<file path="src/rtl/pc_seq_pkg.sv">
package pc_seq_pkg;
    parameter int OFF_W  = 6;
    parameter int PAGE_W = 4;
    parameter int CHAP_W = 2;
    localparam int ADDR_W = CHAP_W + PAGE_W + OFF_W;

    typedef logic [OFF_W-1:0]  off_t;
    typedef logic [PAGE_W-1:0] page_t;
    typedef logic [CHAP_W-1:0] chap_t;

    typedef enum logic [2:0] {
        OP_IDLE,
        OP_STEP,
        OP_BR,
        OP_CALL,
        OP_RET
    } op_e;

    typedef struct packed {
        off_t  off;
        page_t page;
        chap_t chap;
    } ret_ctx_t;

    localparam off_t OFF_ALL_ONES = '1;
    localparam off_t OFF_LOW_ONES = off_t'((1 << (OFF_W - 1)) - 1);

    function automatic off_t lfsr_step(input off_t cur);
        logic fb;
        if (cur == OFF_LOW_ONES)      fb = 1'b1;
        else if (cur == OFF_ALL_ONES) fb = 1'b0;
        else                          fb = ~(cur[OFF_W-1] ^ cur[OFF_W-2]);
        return {cur[OFF_W-2:0], fb};
    endfunction
endpackage

</file>
<file path="src/rtl/pcs_offset.sv">
module pcs_offset
    import pc_seq_pkg::*;
(
    input  logic clk,
    input  logic rst,
    input  op_e  op,
    input  off_t tgt,
    input  off_t ret_off,
    output off_t off_q,
    output off_t off_nxt
);
    assign off_nxt = lfsr_step(off_q);

    always_ff @(posedge clk) begin
        if (rst) begin
            off_q <= '0;
        end else begin
            unique case (op)
                OP_STEP:       off_q <= off_nxt;
                OP_BR, OP_CALL: off_q <= tgt;
                OP_RET:        off_q <= ret_off;
                default:       off_q <= off_q;
            endcase
        end
    end

    // the two forced feedback points
    a_r2_force_one: assert property (@(posedge clk) disable iff (rst)
        (op == OP_STEP && off_q == OFF_LOW_ONES) |=> off_q == OFF_ALL_ONES);
    a_r2_force_zero: assert property (@(posedge clk) disable iff (rst)
        (op == OP_STEP && off_q == OFF_ALL_ONES) |=> off_q == off_t'(OFF_ALL_ONES - 1));
    a_r10_idle_hold: assert property (@(posedge clk) disable iff (rst)
        (op == OP_IDLE) |=> $stable(off_q));
endmodule

</file>
<file path="src/rtl/pcs_page.sv">
module pcs_page
    import pc_seq_pkg::*;
(
    input  logic  clk,
    input  logic  rst,
    input  op_e   op,
    input  logic  ld_pb,
    input  page_t pb_val,
    input  logic  pb_to_cb,
    input  page_t ret_page,
    input  chap_t ret_chap,
    output page_t page_q,
    output chap_t chap_q,
    output page_t pb_q,
    output chap_t cb_q
);
    always_ff @(posedge clk) begin
        if (rst) begin
            page_q <= '0;
            chap_q <= '0;
        end else begin
            unique case (op)
                OP_BR, OP_CALL: begin
                    page_q <= pb_q;
                    chap_q <= cb_q;
                end
                OP_RET: begin
                    page_q <= ret_page;
                    chap_q <= ret_chap;
                end
                default: ;
            endcase
        end
    end

    always_ff @(posedge clk) begin
        if (rst) begin
            pb_q <= '0;
            cb_q <= '0;
        end else if (op == OP_RET) begin
            pb_q <= ret_page;
            cb_q <= ret_chap;
        end else begin
            if (ld_pb)    pb_q <= pb_val;
            if (pb_to_cb) cb_q <= pb_q[CHAP_W-1:0];
        end
    end

    a_r6_br_keeps_buffers: assert property (@(posedge clk) disable iff (rst)
        (op == OP_BR && !ld_pb && !pb_to_cb) |=> ($stable(pb_q) && $stable(cb_q)));
    a_r4_step_keeps_page: assert property (@(posedge clk) disable iff (rst)
        (op == OP_STEP || op == OP_IDLE) |=> ($stable(page_q) && $stable(chap_q)));
endmodule

</file>
<file path="src/rtl/pcs_subr.sv">
module pcs_subr
    import pc_seq_pkg::*;
(
    input  logic     clk,
    input  logic     rst,
    input  op_e      op,
    input  ret_ctx_t cur_ctx,
    output ret_ctx_t saved_q
);
    always_ff @(posedge clk) begin
        if (rst)               saved_q <= '0;
        else if (op == OP_CALL) saved_q <= cur_ctx;
    end

    // branches never disturb the return context
    a_r9_br_keeps_ctx: assert property (@(posedge clk) disable iff (rst)
        (op == OP_BR || op == OP_STEP) |=> $stable(saved_q));
endmodule

</file>
<file path="src/rtl/pc_seq.sv">
module pc_seq
    import pc_seq_pkg::*;
(
    input  logic              clk,
    input  logic              rst,
    input  logic              step_i,
    input  logic              ld_pb_i,
    input  logic [PAGE_W-1:0] pb_val_i,
    input  logic              pb_to_cb_i,
    input  logic              br_i,
    input  logic              br_cond_i,
    input  logic [OFF_W-1:0]  tgt_i,
    input  logic              call_i,
    input  logic              ret_i,
    output logic [ADDR_W-1:0] rom_addr_o
);
    op_e      op;
    off_t     off_q, off_nxt;
    page_t    page_q, pb_q;
    chap_t    chap_q, cb_q;
    ret_ctx_t saved_q, cur_ctx;

    // transfer priority
    always_comb begin
        if (ret_i)                  op = OP_RET;
        else if (call_i)            op = OP_CALL;
        else if (br_i && br_cond_i) op = OP_BR;
        else if (step_i || br_i)    op = OP_STEP;
        else                        op = OP_IDLE;
    end

    assign cur_ctx = '{off: off_nxt, page: page_q, chap: chap_q};

    pcs_offset u_off (
        .clk(clk), .rst(rst), .op(op), .tgt(tgt_i),
        .ret_off(saved_q.off), .off_q(off_q), .off_nxt(off_nxt)
    );

    pcs_page u_page (
        .clk(clk), .rst(rst), .op(op), .ld_pb(ld_pb_i), .pb_val(pb_val_i),
        .pb_to_cb(pb_to_cb_i), .ret_page(saved_q.page), .ret_chap(saved_q.chap),
        .page_q(page_q), .chap_q(chap_q), .pb_q(pb_q), .cb_q(cb_q)
    );

    pcs_subr u_subr (
        .clk(clk), .rst(rst), .op(op), .cur_ctx(cur_ctx), .saved_q(saved_q)
    );

    assign rom_addr_o = {chap_q, page_q, off_q};

    a_r1_reset_zero: assert property (@(posedge clk)
        $past(rst) |-> rom_addr_o == '0);
    a_r5_br_dest: assert property (@(posedge clk) disable iff (rst)
        (op == OP_BR) |=> (off_q == $past(tgt_i) && page_q == $past(pb_q)
                           && chap_q == $past(cb_q)));
    a_r8_ret_realign: assert property (@(posedge clk) disable iff (rst)
        (op == OP_RET) |=> (pb_q == page_q && cb_q == chap_q));
    a_r7_call_dest: assert property (@(posedge clk) disable iff (rst)
        (op == OP_CALL) |=> (off_q == $past(tgt_i) && page_q == $past(pb_q)));
endmodule

</file>
<file path="config.mk">
export PLATFORM = sky130hd
export DESIGN_NAME = pc_seq
export DESIGN_NICKNAME = d
export VERILOG_FILES = /design/src/rtl/pc_seq_pkg.sv /design/src/rtl/pcs_offset.sv /design/src/rtl/pcs_page.sv /design/src/rtl/pcs_subr.sv /design/src/rtl/pc_seq.sv
export SDC_FILE = /design/constraint.sdc
export NUM_CORES = 1
export LEC_CHECK = 0
export BUFFER_PORTS_ARGS = -buffer_cell sky130_fd_sc_hd__buf_2
export CORE_AREA = 2 2 59 61
export DETAILED_ROUTE_END_ITERATION = 8
export DIE_AREA = 0 0 61 63
export PLACE_DENSITY = 0.79
export SYNTH_ARGS = -nofsm -noshare
export SYNTH_HDL_FRONTEND = slang
export SYNTH_SLANG_ARGS = --single-unit
</file>
<file path="constraint.sdc">
create_clock -name clk -period 1.2 [get_ports clk]
set_input_delay 0.12 -clock clk [delete_from_list [all_inputs] [get_ports clk]]
set_output_delay 0.12 -clock clk [all_outputs]
set_load 0.05 [all_outputs]
</file>
======== After elaboration in Yosys (flattened, before gate mapping) ========
Index checks and enable logic that the tools add are counted.
cells by class
  add/sub/neg operators ................... 0
  multiply operators ...................... 0
  div/mod/pow operators ................... 0
  $lt $le $gt $ge ......................... 0
  eq/ne operators ......................... 6
  shift operators ......................... 0
  mux-type cells .......................... 13
  bitwise gates (word level) .............. 2
  reduce and logical (&&, ||, !) cells .... 7
operators by type and width
  operator              count
  $pmux W6 S3           1
  $mux W2               4
  $mux W4               2
  $pmux W4 S2           1
  $eq A3 B2 Y1 const B  2
  $eq A6 B5 Y1 const B  1
  $eq A6 B6 Y1 const B  1
  $reduce_bool A2 Y1    3
  $pmux W2 S2           1
  $eq A3 B1 Y1 const B  1
  $eq A3 B3 Y1 const B  1
  $mux W1               3
  $mux W3               1
  $reduce_bool A3 Y1    1
  $reduce_or A2 Y1      1
  $logic_and A1 B1 Y1   1
  $logic_or A1 B1 Y1    1
  $not A1 Y1            1
  $xor A1 B1 Y1         1
storage, ports and cells
  bits in registers ....................... 30
  latch bits .............................. 0
  RAM bits ................................ 0
  memory bits (read-only) ................. 0
  input bits .............................. 19
  output and inout port bits .............. 12
  word-level logic and storage cells ...... 36
  memories ................................ 0

======== Depth between registers and ports, before layout ========
Gate-level depths: netlist (run 1).
  depth in word-level cells ............... 8
  mapped depth ............................ 5
  mapped depth without buffers ............ 5

======== Modules after synthesis ========
A second synthesis (run 1) with hierarchy kept.
unflattened totals
  cell total of the unflattened synthesis .. 162
  area, all modules ....................... 1565.3 µm²
by module, submodules not included
  module      instances  cells each  area an instance (µm²)  sequential area each (µm²)
  pcs_subr    1          53          558.0                   240.2
  pcs_page    1          54          509.2                   240.2
  pcs_offset  1          49          466.7                   120.1
  pc_seq      1          6           31.3                    0.0

======== Least setup slack after synthesis (run 1) ========
OpenSTA, ideal clock, no wires.
  path kind ............................... register -> register
  from .................................... register u_off.off_q[5]
  to ...................................... register u_off.off_q[0]
  setup time .............................. 0.086 ns
  data arrival time ....................... 1.548 ns
  data required time ...................... 1.114 ns
  slack ................................... -0.435 ns
  stages on the path, launching flop included .. 6
  buffers on the path ..................... 0
  period minus slack after synthesis ...... 1.635 ns
  path through ............................ dfxtp_1 -> inv_1 -> ha_1 -> a21boi_0 -> o21ai_0 -> a221oi_2
on the way
  cells in the longest elaborated chain, start to end .. 5
  elaborated cells between the ends (all ways) .. 7
  classes of those cells .................. eq/ne (2); mux (3); bitwise (2)
ends and longest elaborated chain
  element                                               RTL line          RTL
  from (decl)                                           pcs_offset.sv:9   output off_t off_q,
  from (signal assigned)                                pcs_offset.sv:19  OP_STEP: off_q <= off_nxt;
  from (signal assigned)                                pcs_offset.sv:20  OP_BR, OP_CALL: off_q <= tgt;
  from (signal assigned)                                pcs_offset.sv:21  OP_RET: off_q <= ret_off;
  branches (longest 3 deep; another with $eq A6 B6 Y1)  --
  $mux W1 *                                             pc_seq_pkg.sv:30  if (cur == OFF_LOW_ONES) fb = 1'b1;
  $pmux W6 S3 *                                         pcs_offset.sv:18  unique case (op)
Every way passes the cells marked *.
A chain may end at the register's enable or synchronous reset.

======== Worst setup path in the final report (run 1) ========
Same ends and word-level chain as after synthesis.

==> results of run 1 <==
worst reg2reg max path, stage by stage (launching register included):
cell	delay (ns)
dfxtp_4	0.37
inv_2	0.03
ha_1	0.26
a21boi_4	0.18
o21ai_2	0.07
a221oi_2	0.21
metal layers:
| metal | vias up | routed length, um | GRT usage [%] |
|---|---|---|---|
| met4 | 0 | 19 | 3.261 |
| met1 | 553 | 1416 | 22.51 |
| li1 | 621 | - | - |
| met2 | 29 | 1429 | 27.55 |
| met3 | 2 | 147 | 6.832 |
| met5 | - | 0 | 0 |
report_power, final:
part	internal [uW]	total [uW]	switching, uW
combinational	195	441	246
clock	284	623	340
sequential	1040	1070	29.9
area by class of cell:
class                           instances  area share (%)
Timing Repair Buffer                   44           15.12
Tap cell                               46           3.190
Clock inverter                          1          0.2774
Inverter                               14           2.913
Clock buffer                            7           3.051
Sequential cell                        30           33.50
Multi-Input combinational cell        105           41.96
cells in the mapped netlist, drive strengths merged:
master | instances | area share [%]
o32ai | 1 | 0.59
clkbuf | 3 | 0.76
a21boi | 1 | 0.51
ha | 2 | 1.7
and2 | 1 | 0.42
a221oi | 1 | 1.0
o21ai | 6 | 2.8
nor3 | 2 | 0.68
mux2i | 1 | 0.68
mux2 | 17 | 15
a21oi | 28 | 10
nor2 | 1 | 0.25
a211oi | 1 | 0.51
and4 | 1 | 0.59
dfxtp | 30 | 41
nor2b | 1 | 0.42
or2b | 1 | 0.51
inv | 14 | 3.5
nor4 | 1 | 0.84
o21a | 12 | 6.1
nand2 | 27 | 6.8
buf | 11 | 5.1
worst paths after layout:
check / start / cells past startpoint / to
worst max register to register: u_off.off_q[5] / 5 / u_off.off_q[0]
worst max-delay path: u_off.off_q[5] / 5 / u_off.off_q[0]
worst min-delay path: pb_val_i[3] / 3 / u_page.pb_q[3]
worst min register to register: u_subr.saved_q[10] / 2 / u_subr.saved_q[10]
cell usage in the layout, fill, tap and decap left out, types with 4 or more instances in the layout:
cell type,instances
dfxtp_1,29
buf_2,28
nand2_1,27
a21oi_1,24
buf_4,14
inv_1,13
o21a_1,12
mux2_4,9
mux2_2,8
clkbuf_4,6
a21oi_2,4
o21ai_2,4
logic make-up (layout without fill, tap and decap cells):
| group | after synthesis | count (layout) | share of synthesized area [%] |
|---|---|---|---|
| compound gates | 50 | 50 | 21.94 |
| simple gates | 35 | 35 | 10.55 |
| fa+ha+maj | 2 | 2 | 1.687 |
| buf+inv | 28 | 66 | 9.451 |
| mux | 18 | 18 | 15.87 |
| flops | 30 | 30 | 40.51 |
state kept, by name (all words and copies together), names as in the netlist:
signal          flops
u_off.off_q         6
u_page.cb_q         2
u_page.chap_q       2
u_page.pb_q         4
u_page.page_q       4
u_subr.saved_q     12
metrics by stage:
| step | hold slack (ns) | instance area, um^2 |
|---|---|---|
| 2_1_floorplan | 0.2867 | 1490 |
| 3_3_place_gp | 0.4416 | 1728 |
| 3_5_place_dp | 0.4473 | 1728 |
| 4_1_cts | 0.1071 | 1790 |
| 5_1_grt | 0.1153 | 1804 |
| 6_report | 0.1222 | 1804 |
timing repair:
item                                    4_1_cts  5_1_grt
setup buffers                                 0        0
resized for setup                             1        3
pin swaps                                     0        1
endpoints found under the setup margin        1        3
==> impl_metrics.env, run 1 <==
export IMPL_yosys_warnings=0
export IMPL_drt_iter0_drc=30
export IMPL_worst_endpoint_required_ns=1.45
export IMPL_coreArea_mm2=0.003232
export IMPL_routabilityCongestion=0.7607
export IMPL_synthDistinctLibCells=27
export IMPL_power_density_mw_per_mm2=1184
export IMPL_drive_gt1_share_pct=40.30
export IMPL_max_cap_viol_count=0
export IMPL_fin_worst_skew_ns=0.008655
export IMPL_dp_worst_setup_slack_ns=-0.08617
export IMPL_grt_antenna_before_repair=0
export IMPL_fmax_mhz=849.4
export IMPL_slowest_delay_ns=0.37
export IMPL_clk_pin_slew_ns=0.10
export IMPL_fp_dieW_um=61
export IMPL_die_area_mm2=0.003843
export IMPL_die_h_um=63
export IMPL_setup_violations=0
export IMPL_clkSinkCount=30
export IMPL_fin_util_pct=55.83
export IMPL_setup_worst_path_start_class="flop"
export IMPL_nets=221
export IMPL_routed_via_density=4.879
export IMPL_pin_count=31
export IMPL_rsz0062_at_grt="true"
export IMPL_vias=1205
export IMPL_worstSetupPathType="flop to flop"
export IMPL_multi_input_comb_area_um2=757.0
export IMPL_drtAntennaViolNets=0
export IMPL_final_fill_count=310
export IMPL_track_usage_pct=17.46
export IMPL_r2r_slack_ns=0.02
export IMPL_syn2layout_area_growth_pct=21.69
export IMPL_cts_tree="done"
export IMPL_synthCells=163
export IMPL_synth_avg_cell_area_um2=9.096
export IMPL_port_buffers=30
export IMPL_syn_area_mm2=0.001483
export IMPL_holdBufCountCts=0
export IMPL_critPathBufInv=1
export IMPL_clk_latency_ns=0.32
export IMPL_syn_num_nets=184
export IMPL_rows=21
export IMPL_drc=0
export IMPL_slowest_stage="dfxtp_4"
export IMPL_tns_ns=0
export IMPL_grt_max_degree=30
export IMPL_crit_chain="inv_2, ha_1, a21boi_4, o21ai_2, a221oi_2"
export IMPL_routedWlPerCell_um=12.20
export IMPL_status="finished, final reports clean"
export IMPL_overflow=0
export IMPL_grt_pass1_vias=1155
export IMPL_diodes=0
export IMPL_power_uw=2137
export IMPL_fin_crit_sh_pct=98.11
export IMPL_firstDrtPassIters=4
export IMPL_dp_cells=239
export IMPL_hold_path_class="input pin to flop"
export IMPL_cts_root_buf="clkbuf_4"
export IMPL_worst_slew_pin_slew_ns=0.8652
export IMPL_layout_cells_non_filler=247
export IMPL_htreeDepth=2
export IMPL_max_vdd_ir_drop_uv=761.1
export IMPL_clockBufferDepth=2
export IMPL_grt_pass1_wl_um=5112
export IMPL_max_slew_margin_rel_pct=42.20
export IMPL_yosysSeqAreaShare_pct=40.51
export IMPL_cp_max_fo=4
export IMPL_routed_wl_um=3013
export IMPL_cp_arrival_ns=1.43
export IMPL_total_leakage_power_uw=0.0007553
export IMPL_ys_ff_latch=30
export IMPL_cts_made_buffers=5
export IMPL_drv_slew=0
export IMPL_cp_top_family="compound AO/OA/AOI/OAI gates"
export IMPL_hpwlAfterDp_um=2145
export IMPL_final_hold_violation_count=0
export IMPL_start_util_pct=45.88
export IMPL_final_min_clock_period_ns=1.177
export IMPL_setup_slack_ns=0.02272
export IMPL_cp_end_kind="flop"
export IMPL_seq_area_um2=604.3
Note: power is estimated with default switching activity, not from simulation.
==> inputs of run 2 (changes only) <==
--- a/config.mk
+++ b/config.mk
@@ -6,10 +6,11 @@
 export NUM_CORES = 1
 export LEC_CHECK = 0
 export BUFFER_PORTS_ARGS = -buffer_cell sky130_fd_sc_hd__buf_2
-export CORE_AREA = 2 2 59 61
+export CORE_AREA = 2 2 60 62
 export DETAILED_ROUTE_END_ITERATION = 8
-export DIE_AREA = 0 0 61 63
-export PLACE_DENSITY = 0.79
+export DIE_AREA = 0 0 62 64
+export PLACE_DENSITY = 0.8
 export SYNTH_ARGS = -nofsm -noshare
 export SYNTH_HDL_FRONTEND = slang
+export SYNTH_HIERARCHICAL = 1
 export SYNTH_SLANG_ARGS = --single-unit
==> constraint.sdc (replaced) <==
create_clock -name clk -period 1 [get_ports clk]
set_input_delay 0.1 -clock clk [delete_from_list [all_inputs] [get_ports clk]]
set_output_delay 0.1 -clock clk [all_outputs]
set_load 0.05 [all_outputs]
==> run 2 against run 1 <==
The run now ends with setup timing left. Sequential share of layout area decreased by 4.7 points. Synthesized cell count is 0.61% lower. Critical path depth shrank 1. Global-route usage up 2.6 points. Total power is 38% higher. Flip-flop and latch count is the same.
==> impl_metrics.env, run 2 <==
export IMPL_status="complete, but fails checks"
export IMPL_violations="setup timing"
export IMPL_rows=21
export IMPL_yosysSeqAreaShare_pct=38.37
export IMPL_start_util_pct=47.66
export IMPL_max_cap_viol_count=0
export IMPL_max_slew_margin_rel_pct=66.16
export IMPL_die_h_um=64
export IMPL_synth_top_family_by_area="compound AO/OA/AOI/OAI gates"
export IMPL_drc=0
export IMPL_routedWlPerCell_um=14.18
export IMPL_final_hold_violation_count=0
export IMPL_synth_ff_type="dfxtp_1"
export IMPL_ys_ff_latch=30
export IMPL_port_buffers=30
export IMPL_critPathLaunch="u_off/off_q[1]"
export IMPL_worstSetupPathType="flop to flop"
export IMPL_r2r_end="u_off/off_q[0]"
export IMPL_synth_compound_area_share_pct=18.55
export IMPL_setup_worst_path_start_class="flop"
export IMPL_max_vdd_ir_drop_uv=606.7
export IMPL_total_leakage_power_uw=0.0008769
export IMPL_fmax_mhz=856.1
export IMPL_synthArstFlopShare_pct=0
export IMPL_overflow=0
export IMPL_power_uw=2944
export IMPL_grt_max_degree=37
export IMPL_clkSinkCount=30
export IMPL_crit_end="u_off/off_q[0]"
export IMPL_drive_gt1_share_pct=44.50
export IMPL_synth_edf_count=0
export IMPL_fp_dieW_um=62
export IMPL_pin_count=31
export IMPL_synth_xor_area_share_pct=0
export IMPL_drv_slew=0
export IMPL_clockBufferDepth=2
export IMPL_dp_cells=244
export IMPL_placed_area_mm2=0.001871
export IMPL_firstDrtPassIters=4
export IMPL_htreeDepth=2
export IMPL_regMostFlops="u_subr/saved_q"
export IMPL_synth_avg_cell_area_um2=9.662
export IMPL_syn_area_mm2=0.001565
export IMPL_nets=229
export IMPL_clk_latency_ns=0.32
export IMPL_fin_crit_sh_pct=116.8
export IMPL_power_density_mw_per_mm2=1365
export IMPL_cts_tree="done"
export IMPL_synth_top_area_cell="dfxtp_1"
export IMPL_synth_adder_area_share_pct=1.599
export IMPL_final_min_clock_period_ns=1.168
export IMPL_hpwlAfterDp_um=2354
export IMPL_vias=1324
export IMPL_fin_worst_skew_ns=0.005434
export IMPL_r2r_slack_ns=-0.17
export IMPL_rsz0062_at_grt="true"
export IMPL_final_cell_mix="nand2b_1 (25), mux2i_1 (22), dfxtp_1 (18), buf_4 (17), buf_2 (16)"
export IMPL_synthDistinctLibCells=33
export IMPL_cts_root_buf="clkbuf_4"
export IMPL_routed_via_density=5.192
export IMPL_diodes=0
export IMPL_worst_slew_pin_slew_ns=0.5076
export IMPL_routed_wl_um=3616
export IMPL_track_usage_pct=20.10
export IMPL_cts_made_buffers=5
export IMPL_dp_worst_setup_slack_ns=-0.4685
export IMPL_syn_num_nets=183
export IMPL_hold_path_class="input pin to flop"
export IMPL_syn2layout_area_growth_pct=37.81
export IMPL_clk_pin_slew_ns=0.09
export IMPL_grt_pass1_wl_um=5920
export IMPL_grt_pass1_vias=1347
export IMPL_finalInstanceArea_mm2=0.002157
export IMPL_coreArea_mm2=0.003284
export IMPL_cp_max_fo=2
export IMPL_cp_arrival_ns=1.39
export IMPL_routabilityCongestion=0.8000
export IMPL_synthTopCellsByCount="dfxtp_1 (30), nand2b_1 (27), mux2i_1 (23)"
export IMPL_r2r_start="u_off/off_q[1]"
export IMPL_worst_endpoint_required_ns=1.22
export IMPL_largest_reg_flops=12
export IMPL_synth_most_common_cell="dfxtp_1"
export IMPL_layout_commonest_cell="nand2b_1"
export IMPL_synth_mux_area_share_pct=14.71
export IMPL_drt_iter0_drc=51
export IMPL_reg2reg_depth=4
export IMPL_cp_end_kind="flop"
export IMPL_drtAntennaViolNets=0
export IMPL_grt_antenna_before_repair=0
export IMPL_setup_slack_ns=-0.1681
export IMPL_synthCells=162
export IMPL_synthSimpleGateAreaFrac_pct=18.47
export IMPL_synth_top_area_share_pct=38.37
export IMPL_layout_cells_non_filler=255
export IMPL_reg_top3="u_subr/saved_q x12, u_off/off_q x6"
export IMPL_ys_top_cells_by_area="dfxtp_1 (38%), mux2i_1 (15%), nand2b_1 (11%)"
export IMPL_setup_violations=13
export IMPL_yosys_warnings=6
export IMPL_die_area_mm2=0.003968
run 2: cell types whose count changed after synthesis, moves of 8 or more:
| cell | previous run | this run |
|---|---|---|
| mux2i_1 | 1 | 23 |
| nand2_1 | 27 | 13 |
| mux2_2 | 8 | 0 |
| mux2_4 | 9 | 0 |
| a21oi_1 | 24 | 8 |
| inv_1 | 14 | 2 |
| nand2b_1 | 0 | 27 |
| o21a_1 | 12 | 0 |
run 2: final cells by class:
cell class	count	area (um^2)
Timing Repair Buffer	53	467.9
Multi-Input combinational cell	116	943.4
Clock buffer	7	55.05
Tap cell	46	57.56
Clock inverter	1	5.005
Fill cell	261	1127
Inverter	2	7.507
Sequential cell	30	620.6
run 2: repair_timing:
item,CTS,global route
setup buffers,3,2
pin swaps,7,4
hold buffers,0,0
endpoints found under the setup margin,31,19
resized for setup,48,17
run 2: metrics by stage:
stage	TNS (ns)	hold slack (ns)	utilization (%)
after CTS	-0.6571	0.05880	63.92
after global placement	-9.675	0.3947	56.95
after global routing	-1.398	0.06050	65.68
after floorplan	-3.790	0.1630	-
after detailed placement	-10.72	0.4014	56.95
final	-0.8886	0.06639	65.68
run 2: routing by layer:
metal / global-route usage (%) / up-vias / wire length [um]
met1: 25.47 / 622 / 1625
met3: 6.478 / 9 / 95
li1: - / 668 / -
met4: 8.777 / 0 / 89
met2: 30.47 / 25 / 1806
met5: 0 / - / 0
run 2: kinds of logic after synthesis:
kind of cell | count (synthesis)
simple gates | 50
compound gates | 41
flops | 30
mux | 23
buf+inv | 16
fa+ha+maj | 2
run 2: critical path: stages (launching register included):
cell and delay [ns]:
dfxtp_2 0.35, and4_4 0.24, nand2_2 0.05, a22o_1 0.19
o31a_1 0.23
run 2: how the worst min path moves through the flow:
stage	cells after the start	slack, ns	endpoint	from
after floorplan	1	0.16	u_off/off_q[5]	rst
after global placement	3	0.39	u_page/pb_q[2]	pb_val_i[2]
after detailed placement	3	0.40	u_page/pb_q[2]	pb_val_i[2]
after CTS	3	0.06	u_page/pb_q[2]	pb_val_i[2]
after global routing	3	0.06	u_page/pb_q[2]	pb_val_i[2]
final	3	0.07	u_page/pb_q[1]	pb_val_i[1]
run 2: power by group:
part           switching [uW]  internal (uW)
logic                     449            416
clock network             407            340
registers                59.0           1270
